### src/rtl/srp_pkg.sv
package srp_pkg;
  // Per-cycle serial clock events after polarity selection
  typedef struct packed {
    logic adv;  // edge that moves the output to the next bit
    logic cap;  // opposite edge, samples the cascade input
  } sclk_ev_t;

  localparam int unsigned SYNC_STAGES = 2;
  localparam int unsigned WORD_W      = 16;
endpackage

### src/rtl/srp_sync.sv
module srp_sync #(
  parameter int unsigned N      = 4,
  parameter int unsigned STAGES = 2,
  parameter logic [N-1:0] RST_VAL = '0
) (
  input  logic         clk,
  input  logic         rst_n,
  input  logic [N-1:0] d,
  output logic [N-1:0] q
);
  for (genvar b = 0; b < N; b++) begin : g_bit
    logic [STAGES-1:0] ff_q;
    logic [STAGES-1:0] ff_n;

    if (STAGES > 1) begin : g_multi
      always_comb ff_n = {ff_q[STAGES-2:0], d[b]};
    end else begin : g_single
      always_comb ff_n = d[b];
    end

    always_ff @(posedge clk or negedge rst_n) begin
      if (!rst_n) ff_q <= {STAGES{RST_VAL[b]}};
      else        ff_q <= ff_n;
    end

    assign q[b] = ff_q[STAGES-1];
  end
endmodule

### src/rtl/srp_edge_gen.sv
module srp_edge_gen
  import srp_pkg::*;
(
  input  logic     clk,
  input  logic     rst_n,
  input  logic     sclk_s,
  input  logic     inv,
  input  logic     en,
  output sclk_ev_t ev
);
  logic prev_q;
  logic rise, fall;

  always_comb begin
    rise   = sclk_s & ~prev_q;
    fall   = ~sclk_s & prev_q;
    ev.adv = en & (inv ? rise : fall);
    ev.cap = en & (inv ? fall : rise);
  end

  always_ff @(posedge clk or negedge rst_n) begin
    if (!rst_n) prev_q <= 1'b0;
    else        prev_q <= sclk_s;
  end

  // An advance needs two transitions of the pin, so two never abut
  p_adv_spacing_r5: assert property (@(posedge clk) disable iff (!rst_n)
    ev.adv |=> !ev.adv);

  // A disabled port sees no clock events
  p_mode_gate_r1: assert property (@(posedge clk) disable iff (!rst_n)
    !en |-> !(ev.adv || ev.cap));
endmodule

### src/rtl/srp_shifter.sv
module srp_shifter
  import srp_pkg::*;
#(
  parameter int unsigned W = 16
) (
  input  logic         clk,
  input  logic         rst_n,
  input  logic         active,
  input  logic         busy,
  input  sclk_ev_t     ev,
  input  logic         chain,
  input  logic [W-1:0] result,
  output logic         sdo
);
  localparam int unsigned CW = $clog2(W + 1);
  localparam logic [CW-1:0] CNT_MAX = CW'(W);

  logic [W-1:0]  sh_q, sh_n;
  logic [W-1:0]  word_q, word_n;
  logic [W-1:0]  stash_q, stash_n;
  logic [CW-1:0] cnt_q, cnt_n;
  logic          hold_q, hold_n;
  logic          pend_q, pend_n;
  logic          busy_q, act_q;

  logic busy_fall, start, load_ok, shift_ok, cap_ok;

  // Event decode
  always_comb begin
    busy_fall = busy_q & ~busy;
    start     = active & ~act_q;
    load_ok   = pend_q & (~active | (cnt_q == '0));
    shift_ok  = ev.adv & active & ~busy & ~start & ~load_ok;
    cap_ok    = ev.cap & active & ~busy;
  end

  // Next state
  always_comb begin
    stash_n = busy_fall ? result : stash_q;
    pend_n  = busy_fall ? 1'b1 : (load_ok ? 1'b0 : pend_q);
    word_n  = load_ok ? stash_q : word_q;
    hold_n  = cap_ok ? chain : hold_q;

    if (load_ok)       sh_n = stash_q;
    else if (start)    sh_n = word_q;
    else if (shift_ok) sh_n = {sh_q[W-2:0], hold_q};
    else               sh_n = sh_q;

    if (load_ok || start)                 cnt_n = '0;
    else if (shift_ok && cnt_q != CNT_MAX) cnt_n = cnt_q + 1'b1;
    else                                   cnt_n = cnt_q;
  end

  // Registers
  always_ff @(posedge clk or negedge rst_n) begin
    if (!rst_n) begin
      sh_q    <= '0;
      word_q  <= '0;
      stash_q <= '0;
      cnt_q   <= '0;
      hold_q  <= 1'b0;
      pend_q  <= 1'b0;
      busy_q  <= 1'b0;
      act_q   <= 1'b0;
    end else begin
      sh_q    <= sh_n;
      word_q  <= word_n;
      stash_q <= stash_n;
      cnt_q   <= cnt_n;
      hold_q  <= hold_n;
      pend_q  <= pend_n;
      busy_q  <= busy;
      act_q   <= active;
    end
  end

  assign sdo = active & sh_q[W-1];

  p_cnt_bound_r4: assert property (@(posedge clk) disable iff (!rst_n)
    cnt_q <= CNT_MAX);

  p_msb_walk_r4: assert property (@(posedge clk) disable iff (!rst_n)
    shift_ok |=> sh_q[W-1] == $past(sh_q[W-2]));

  p_busy_freeze_r3: assert property (@(posedge clk) disable iff (!rst_n)
    (busy && !start && !load_ok) |=> $stable(sh_q));

  p_defer_load_r8: assert property (@(posedge clk) disable iff (!rst_n)
    (active && act_q && cnt_q != '0) |=> $stable(word_q));

  p_restart_count_r7: assert property (@(posedge clk) disable iff (!rst_n)
    start |=> cnt_q == '0);
endmodule

### src/rtl/chain_serial_port.sv
module chain_serial_port
  import srp_pkg::*;
#(
  parameter int unsigned W      = WORD_W,
  parameter int unsigned STAGES = SYNC_STAGES
) (
  input  logic         clk,
  input  logic         rst_n,
  input  logic         ext_clk_en,
  input  logic         inv_sclk,
  input  logic         sclk,
  input  logic         cs_n,
  input  logic         rd_n,
  input  logic         busy,
  input  logic [W-1:0] result,
  input  logic         chain_in,
  output logic         sdo
);
  localparam int unsigned NSYNC = 6;
  // bit order: {chain, busy, rd_n, cs_n, mode, sclk}
  localparam logic [NSYNC-1:0] SYNC_RST = 6'b001100;

  logic [1:0] rst_q;
  logic       rst_ns;

  always_ff @(posedge clk or negedge rst_n) begin
    if (!rst_n) rst_q <= 2'b00;
    else        rst_q <= {rst_q[0], 1'b1};
  end
  assign rst_ns = rst_q[1];

  logic [NSYNC-1:0] pins_s;
  logic sclk_s, mode_s, cs_s, rd_s, busy_s, chain_s, active;
  sclk_ev_t ev;

  srp_sync #(.N(NSYNC), .STAGES(STAGES), .RST_VAL(SYNC_RST)) u_sync (
    .clk   (clk),
    .rst_n (rst_ns),
    .d     ({chain_in, busy, rd_n, cs_n, ext_clk_en, sclk}),
    .q     (pins_s)
  );

  always_comb begin
    {chain_s, busy_s, rd_s, cs_s, mode_s, sclk_s} = pins_s;
    active = mode_s & ~cs_s & ~rd_s;
  end

  srp_edge_gen u_edge (
    .clk    (clk),
    .rst_n  (rst_ns),
    .sclk_s (sclk_s),
    .inv    (inv_sclk),
    .en     (mode_s),
    .ev     (ev)
  );

  srp_shifter #(.W(W)) u_shift (
    .clk    (clk),
    .rst_n  (rst_ns),
    .active (active),
    .busy   (busy_s),
    .ev     (ev),
    .chain  (chain_s),
    .result (result),
    .sdo    (sdo)
  );

  p_idle_low_r2: assert property (@(posedge clk) disable iff (!rst_ns)
    (cs_s || rd_s) |-> !sdo);

  p_mode_off_r1: assert property (@(posedge clk) disable iff (!rst_ns)
    !mode_s |-> !sdo);
endmodule

### config.mk
export PLATFORM = sky130hd
export DESIGN_NAME = chain_serial_port
export DESIGN_NICKNAME = d
export VERILOG_FILES = /design/src/rtl/srp_pkg.sv /design/src/rtl/srp_sync.sv /design/src/rtl/srp_edge_gen.sv /design/src/rtl/srp_shifter.sv /design/src/rtl/chain_serial_port.sv
export SDC_FILE = /design/constraint.sdc
export NUM_CORES = 1
export LEC_CHECK = 0
export ABC_CLOCK_PERIOD_IN_PS = 3900
export BUFFER_PORTS_ARGS = -buffer_cell sky130_fd_sc_hd__buf_2
export CAP_MARGIN = 15
export CORE_MARGIN = 2
export CORE_UTILIZATION = 30
export CTS_CLUSTER_SIZE = 16
export DETAILED_ROUTE_END_ITERATION = 7
export GPL_TIMING_DRIVEN = 0
export MAX_ROUTING_LAYER = met4
export PLACE_DENSITY = 0.53
export SETUP_SLACK_MARGIN = 0.5
export SLEW_MARGIN = 20
export SYNTH_ARGS = -nofsm -noshare
export SYNTH_HDL_FRONTEND = slang
export SYNTH_SLANG_ARGS = --single-unit
export TNS_END_PERCENT = 50
### constraint.sdc
create_clock -name clk -period 3.9 [get_ports clk]
set_input_delay 0.195 -clock clk [delete_from_list [all_inputs] [get_ports clk]]
set_output_delay 0.195 -clock clk [all_outputs]
set_load 0.03 [all_outputs]
==> results of run 1 <==
metrics by stage:
stage,instance area (µm²),instances
global route,3640,446
detailed placement,3370,423
finish,3640,446
global placement,3340,422
CTS,3640,446
floorplan,3050,264
worst max path at each step:
stage	start	endpoint
after floorplan	rst_q[1]	u_edge.prev_q
after global placement	rst_q[1]	u_shift.stash_q[3]
after detailed placement	u_shift.cnt_q[0]	u_shift.sh_q[5]
after CTS	u_shift.cnt_q[0]	u_shift.sh_q[5]
after global routing	u_shift.cnt_q[0]	u_shift.sh_q[5]
final	u_shift.cnt_q[0]	u_shift.sh_q[5]
final cells by class:
class / count / area [µm²]
fill: 1032 / 6180
sequential: 72 / 1810
timing repair buffer: 33 / 223
inverter: 21 / 78.8
clock buffer: 10 / 128
tap: 133 / 166
clock inverter: 6 / 68.8
buffer: 12 / 58.8
multi-input combinational: 159 / 1100
cells in the mapped netlist, types with 4 or more instances:
library cell  number  area share
dfrtp_1           68        0.56
o21ai_0           36       0.059
nand2_1           34       0.042
mux2i_1           32        0.11
inv_1             21       0.026
mux2_2            15       0.055
a21oi_1            5      0.0082
buf_2              5      0.0082
clkbuf_1           5      0.0062
nand3_1            5      0.0082
dfstp_2            4       0.034
nor2_1             4      0.0049
cell families (layout without fill, tap and decap cells):
kind of cell	after synthesis	in the layout
adders and majority gates	2	2
other	1	1
DFF	72	72
muxes	48	48
AOI/OAI and AO/OA	50	50
xor gates and xnor gates	1	1
and+or+nand+nor	57	57
buffers and inverters	33	82
tightest hold or removal path, stage by stage:
cell and delay, ns:
buf_2 0.07, nand2_1 0.03, o21ai_0 0.06
per-layer routing:
layer,part of all wire,global-route usage
met3,0.030,0.0337
met5,0,-
met2,0.44,0.169
met1,0.52,0.166
met4,0.013,0.0495
power by group through the flow:
stage / combinational (W) / sequential, W / clock [W]
after floorplan: 0.000208 / 0.000945 / 0
after global placement: 0.000256 / 0.000964 / 0
after detailed placement: 0.000278 / 0.000956 / 0
after CTS: 0.000285 / 0.000942 / 0.000606
after global routing: 0.000318 / 0.000958 / 0.000644
final: 0.000279 / 0.000941 / 0.000582
sequential cells by signal, indices dropped and copies added, names as in the netlist:
register           flops
u_shift.pend_q         1
u_shift.word_q        16
u_shift.sh_q          16
rst_q                  2
u_edge.prev_q          1
u_shift.hold_q         1
u_shift.cnt_q          5
u_shift.stash_q       16
u_shift.busy_q         1
u_shift.act_q          1
u_sync.g_bit.ff_q     12
placed cells by master (no fill, tap or decap), types with 2 or more instances in the layout:
| master | synthesis | final |
|---|---|---|
| nor2_1 | 4 | 4 |
| nand3_1 | 5 | 5 |
| ha_1 | 2 | 2 |
| nor4b_1 | 2 | 2 |
| dlygate4sd3_1 | 0 | 7 |
| buf_2 | 5 | 30 |
| nand2_1 | 34 | 34 |
| mux2i_1 | 32 | 32 |
| inv_1 | 21 | 21 |
| clkbuf_8 | 0 | 9 |
| buf_4 | 2 | 2 |
| clkinv_4 | 0 | 2 |
| a21oi_1 | 5 | 5 |
| clkbuf_1 | 5 | 6 |
| nand2b_1 | 2 | 2 |
| o21ai_0 | 36 | 36 |
| dfrtp_1 | 68 | 67 |
| dfstp_2 | 4 | 4 |
| mux2_2 | 15 | 15 |
timing repair:
action,in CTS,in global routing
setup buffers,0,0
hold endpoints to repair,8,0
hold buffers,7,0
setup endpoints to repair,0,0
==> results.ini, run 1 <==
[floorplanning]
dieHeight_um=105
core_area_um2=9820
die_area_um2=11000
rows=36
start_util=0.310
io_pins=26
die_w_um=105

[layout]
antennaDiodeCount=0
nets=335
drive_above_1_share=0.236
syn_to_final_growth_pct=19.3
utilization=0.370

[sta]
finClkSkew_ns=0.00817
setup-violations-final=0
post-route-min-period_ns=2.39
slew_violations=0
worst_slack_ns=1.51
period_share=0.613
finalHoldViolations=0
rsz0062_at_grt=false
worstMarginPinSlew_ns=0.631
whs_ns=0.0492
max_freq_mhz=418
max-slew-margin-rel=0.573
fin_tns_setup_ns=0

[critical_path]
worstRegToRegCells=7
rrSetupSlack_ns=1.51
cp-start-kind=flop
required_ns=4.12
cp_max_fo=10
r2r_end=u_shift.sh_q[5]
slowest_stage=nor4b_1
slowest_delay_ns=0.54
crit_buf_inv=2
cp_num_cells=7
cp-end-kind=flop
cpLargestDelayFamily=simple AND/OR/NAND/NOR gates
rr_startpoint=u_shift.cnt_q[0]
critPathArrivalTime_ns=2.61
path_class=flop to flop
path_cells=inv_1 > ha_1 > nor4b_1 > o21ai_2 > nand3_2 > buf_4 > mux2_2

[hold_path]
hold_end=u_shift.stash_q[7]
holdCritStartpoint=result[7]
hp-class=input pin to flop
hold_path_depth=3

[global_routing]
antenna_found_initial=0
grt_max_degree=52
grt_use_total=0.121
grt_pass1_wl_mm=10.2
overflow=0
grt_pass1_vias=1992

[clock_network]
cts_max_level=3
clk_latency_ns=0.34
cts-root-buf=clkbuf_8
tritoncts=yes
clock-sinks=72
cts_buffers=9
cts_max_path_buffers=2
path_clk_slew_ns=0.08
cts-resized-gates=0

[logic_synthesis]
synth_cells=264
synthSimpleGateAreaFrac=0.0915
synth_edf_count=0
yosys_most_used_dff=dfrtp_1
synth_fp_nets=291
syn_area_um2=3050
syn_avg_cell_area_um2=11.5
synth_top_family_by_area=multiplexers
yosys_warnings=0
ys_seq_area_frac=0.593
synth-adder-area-share=0.00821
synth_compound_area_frac=0.0940
synth_mux_area_frac=0.164
synth_seq_cells=72
async_reset_ff_frac=1.00
synth-xor-area-share=0.00287
synthDistinctLibCells=38

[route]
post-route-drc-count=0
avgRoutedWirePerCell_um=13.3
drt_iter0_drc=65
drt_first_pass_iters=5
routed_via_density=4.43
via_count=1977
finalWirelength_mm=5.94
detail-route-antenna-nets=0

[job]
drv_cap=0

[placed_design]
portBuffers=25
routabilityCongestion=0.783
pre_cts_slack_ns=1.54
hpwl_mm=4.01

[power]
seqPwrFrac=0.522
p_per_area_nw_per_um2=495
p_comb_frac=0.155
pwr-share-clk=0.323
max-vdd-ir-drop_mv=0.196
report.power.total_w=0.00180
p_sw_frac=0.264
leakagePower_nw=1.69
internal-power_w=0.00133
power_switching_w=0.000475

[run_status]
status=finished clean

(Power assumes the default switching activity.)
==> run 2: changes to the inputs <==
--- a/config.mk
+++ b/config.mk
@@ -5,7 +5,8 @@
 export SDC_FILE = /design/constraint.sdc
 export NUM_CORES = 1
 export LEC_CHECK = 0
-export ABC_CLOCK_PERIOD_IN_PS = 3900
+export ABC_AREA = 1
+export ABC_CLOCK_PERIOD_IN_PS = 2000
 export BUFFER_PORTS_ARGS = -buffer_cell sky130_fd_sc_hd__buf_2
 export CAP_MARGIN = 15
 export CORE_MARGIN = 2
@@ -14,7 +15,7 @@
 export DETAILED_ROUTE_END_ITERATION = 7
 export GPL_TIMING_DRIVEN = 0
 export MAX_ROUTING_LAYER = met4
-export PLACE_DENSITY = 0.53
+export PLACE_DENSITY = 0.54
 export SETUP_SLACK_MARGIN = 0.5
 export SLEW_MARGIN = 20
 export SYNTH_ARGS = -nofsm -noshare
==> constraint.sdc (replaced) <==
create_clock -name clk -period 2 [get_ports clk]
set_input_delay 0.1 -clock clk [delete_from_list [all_inputs] [get_ports clk]]
set_output_delay 0.1 -clock clk [all_outputs]
set_load 0.03 [all_outputs]
==> results.ini, run 2 <==
[logic_synthesis]
yosys_warnings=0
synth_cells=354
synthTopCellsByCount=nand2_1, dfrtp_1, nand3_1
syn_avg_cell_area_um2=9.02
synth_area_leaders=dfrtp_1, nand2_1, mux2_2, nand3_1, nand4_1
synthDistinctLibCells=26
async_reset_ff_frac=1.00
ys_seq_area_frac=0.566
synth.top_cell.area_share=0.533
yosys_most_used_dff=dfrtp_1
synth_fp_nets=381
yosysTopAreaCell=dfrtp_1
yosysMostFrequentCell=nand2_1
synth_edf_count=0
syn_area_um2=3190
synth_seq_cells=72

[power]
power_switching_w=0.000952
p_sw_frac=0.257
pwr-share-clk=0.372
p_per_area_nw_per_um2=889
leakagePower_nw=2.12
max-vdd-ir-drop_mv=0.500
p_comb_frac=0.146
seqPwrFrac=0.482
internal-power_w=0.00275

[hold_path]
hold_path_depth=2
hold_end=u_shift.stash_q[6]
hp-class=input pin to flop
holdCritStartpoint=result[6]

[route]
detail-route-antenna-nets=0
routed_via_density=4.42
post-route-drc-count=0
drt_iter0_drc=128
finalWirelength_mm=6.75
via_count=2493
drt_first_pass_iters=4
avgRoutedWirePerCell_um=12.0

[layout]
antennaDiodeCount=0
syn_to_final_growth_pct=30.3
drive_above_1_share=0.245
utilization=0.403
reg_top3=u_shift.sh_q (16), u_shift.stash_q (16), u_shift.word_q (16)
nets=450
layout_common_cells=nand2_1, dfrtp_1, buf_2, nand3_1, dlygate4sd3_1
instances_no_fill=564
layout_commonest_cell=nand2_1
final_area_um2=4160

[placed_design]
post_dp_cell_area_um2=3520
dp.cells=516
hpwl_mm=4.69
portBuffers=25
routabilityCongestion=0.810

[global_routing]
grt_pass1_vias=2505
grt_use_total=0.135
grt_max_degree=50
antenna_found_initial=0
overflow=0
grt_pass1_wl_mm=11.8

[clock_network]
cts_max_path_buffers=2
cts_max_level=3
clk_latency_ns=0.35
tritoncts=yes
cts-root-buf=clkbuf_8
clock-sinks=72
cts_buffers=9
path_clk_slew_ns=0.08

[floorplanning]
io_pins=26
dieHeight_um=107
core_area_um2=10300
start_util=0.309
die_area_um2=11500
rows=37
die_w_um=107

[critical_path]
rrSetupSlack_ns=0.56
required_ns=1.90
cp-start-kind=flop
cpLargestDelayFamily=flip-flops
cp_max_fo=4
slowest_delay_ns=0.56
rr_startpoint=u_sync.g_bit[2].ff_q[1]
cp-end-kind=primary output
crit_buf_inv=3
critPathArrivalTime_ns=1.38
path_cells=inv_6 > nand3b_4 > buf_4 > nor2_1 > buf_2
path_class=flop to primary output
slowest_stage=dfstp_2
r2r_end=u_shift.sh_q[5]
worstRegToRegCells=10

[sta]
max_freq_mhz=677
post-route-min-period_ns=1.48
whs_ns=0.0191
setup-violations-final=0
period_share=0.739
finClkSkew_ns=0.0107
fin_tns_setup_ns=0
finalHoldViolations=0
slew_violations=0
rsz0062_at_grt=true

[run_status]
status=finished clean

[job]
drv_cap=0

-- run 2: cell count changes after synthesis, sizes merged, moves of 3 or more --
cell   change
nand3     +22
o21ai     -35
buf        +3
nor2      +11
a21oi      -4
mux2i     -32
nand2    +131
nand4     +18
inv        -5
-- run 2: cells by family (layout without fill, tap and decap cells) --
logic type | count (synthesis) | count (layout) | synth area share
multiplexers | 16 | 16 | 0.0564
other | 1 | 1 | 0.00117
adder cells (fa/ha/maj) | 2 | 2 | 0.00784
buffers and inverters | 31 | 105 | 0.0470
AO/OA/AOI/OAI | 5 | 5 | 0.00863
flip-flops | 72 | 72 | 0.566
AND/OR/NAND/NOR | 227 | 227 | 0.313
-- run 2: final cells by class --
cell class	count	area (µm²)
clock inverter	6	108
timing repair buffer	58	462
sequential	72	1810
clock buffer	10	128
tap	136	170
fill	1024	6160
buffer	13	105
multi-input combinational	251	1290
inverter	18	86.3
-- run 2: what timing repair did --
action,CTS,global route
hold buffers,21,0
buffers inserted,6,4
pin swaps,3,0
setup endpoints to repair,44,42
hold endpoints to repair,22,0
cloned,0,1
resized for setup,15,17
-- run 2: metal layers --
metal  routed length (µm)  vias up  GRT usage
li1                     -     1273          -
met2                 3320       34      0.212
met5                    0        -          -
met3                  175       11     0.0298
met4                  119        0     0.0584
met1                 3140     1175      0.168
-- run 2: how the worst max path moves through the flow --
stage | cells after the start | slack (ns) | from | to
after floorplan | 10 | 0.56 | u_shift.cnt_q[0] | u_shift.sh_q[0]
after global placement | 0 | 0.37 | rst_q[1] | u_shift.sh_q[15]
after detailed placement | 9 | 0.35 | u_shift.cnt_q[0] | u_shift.sh_q[5]
after CTS | 10 | 0.48 | u_shift.cnt_q[0] | u_shift.sh_q[5]
after global routing | 10 | 0.45 | u_shift.cnt_q[0] | u_shift.sh_q[5]
final | 5 | 0.52 | u_sync.g_bit[2].ff_q[1] | sdo
-- run 2: per-stage QoR --
stage	setup slack (ns)	total power (W)
after floorplan	0.560	0.00215
after global placement	0.365	0.00226
after detailed placement	0.354	0.00229
after CTS	0.483	0.00372
after global routing	0.453	0.00391
final	0.522	0.00370
-- run 2: power groups by stage --
stage	combinational, W	clock, W	sequential [W]
4_1_cts	0.000527	0.00141	0.00179
3_5_place_dp	0.000480	0	0.00181
3_3_place_gp	0.000440	0	0.00182
5_1_grt	0.000630	0.00146	0.00181
6_report	0.000541	0.00137	0.00178
2_1_floorplan	0.000359	0	0.00179
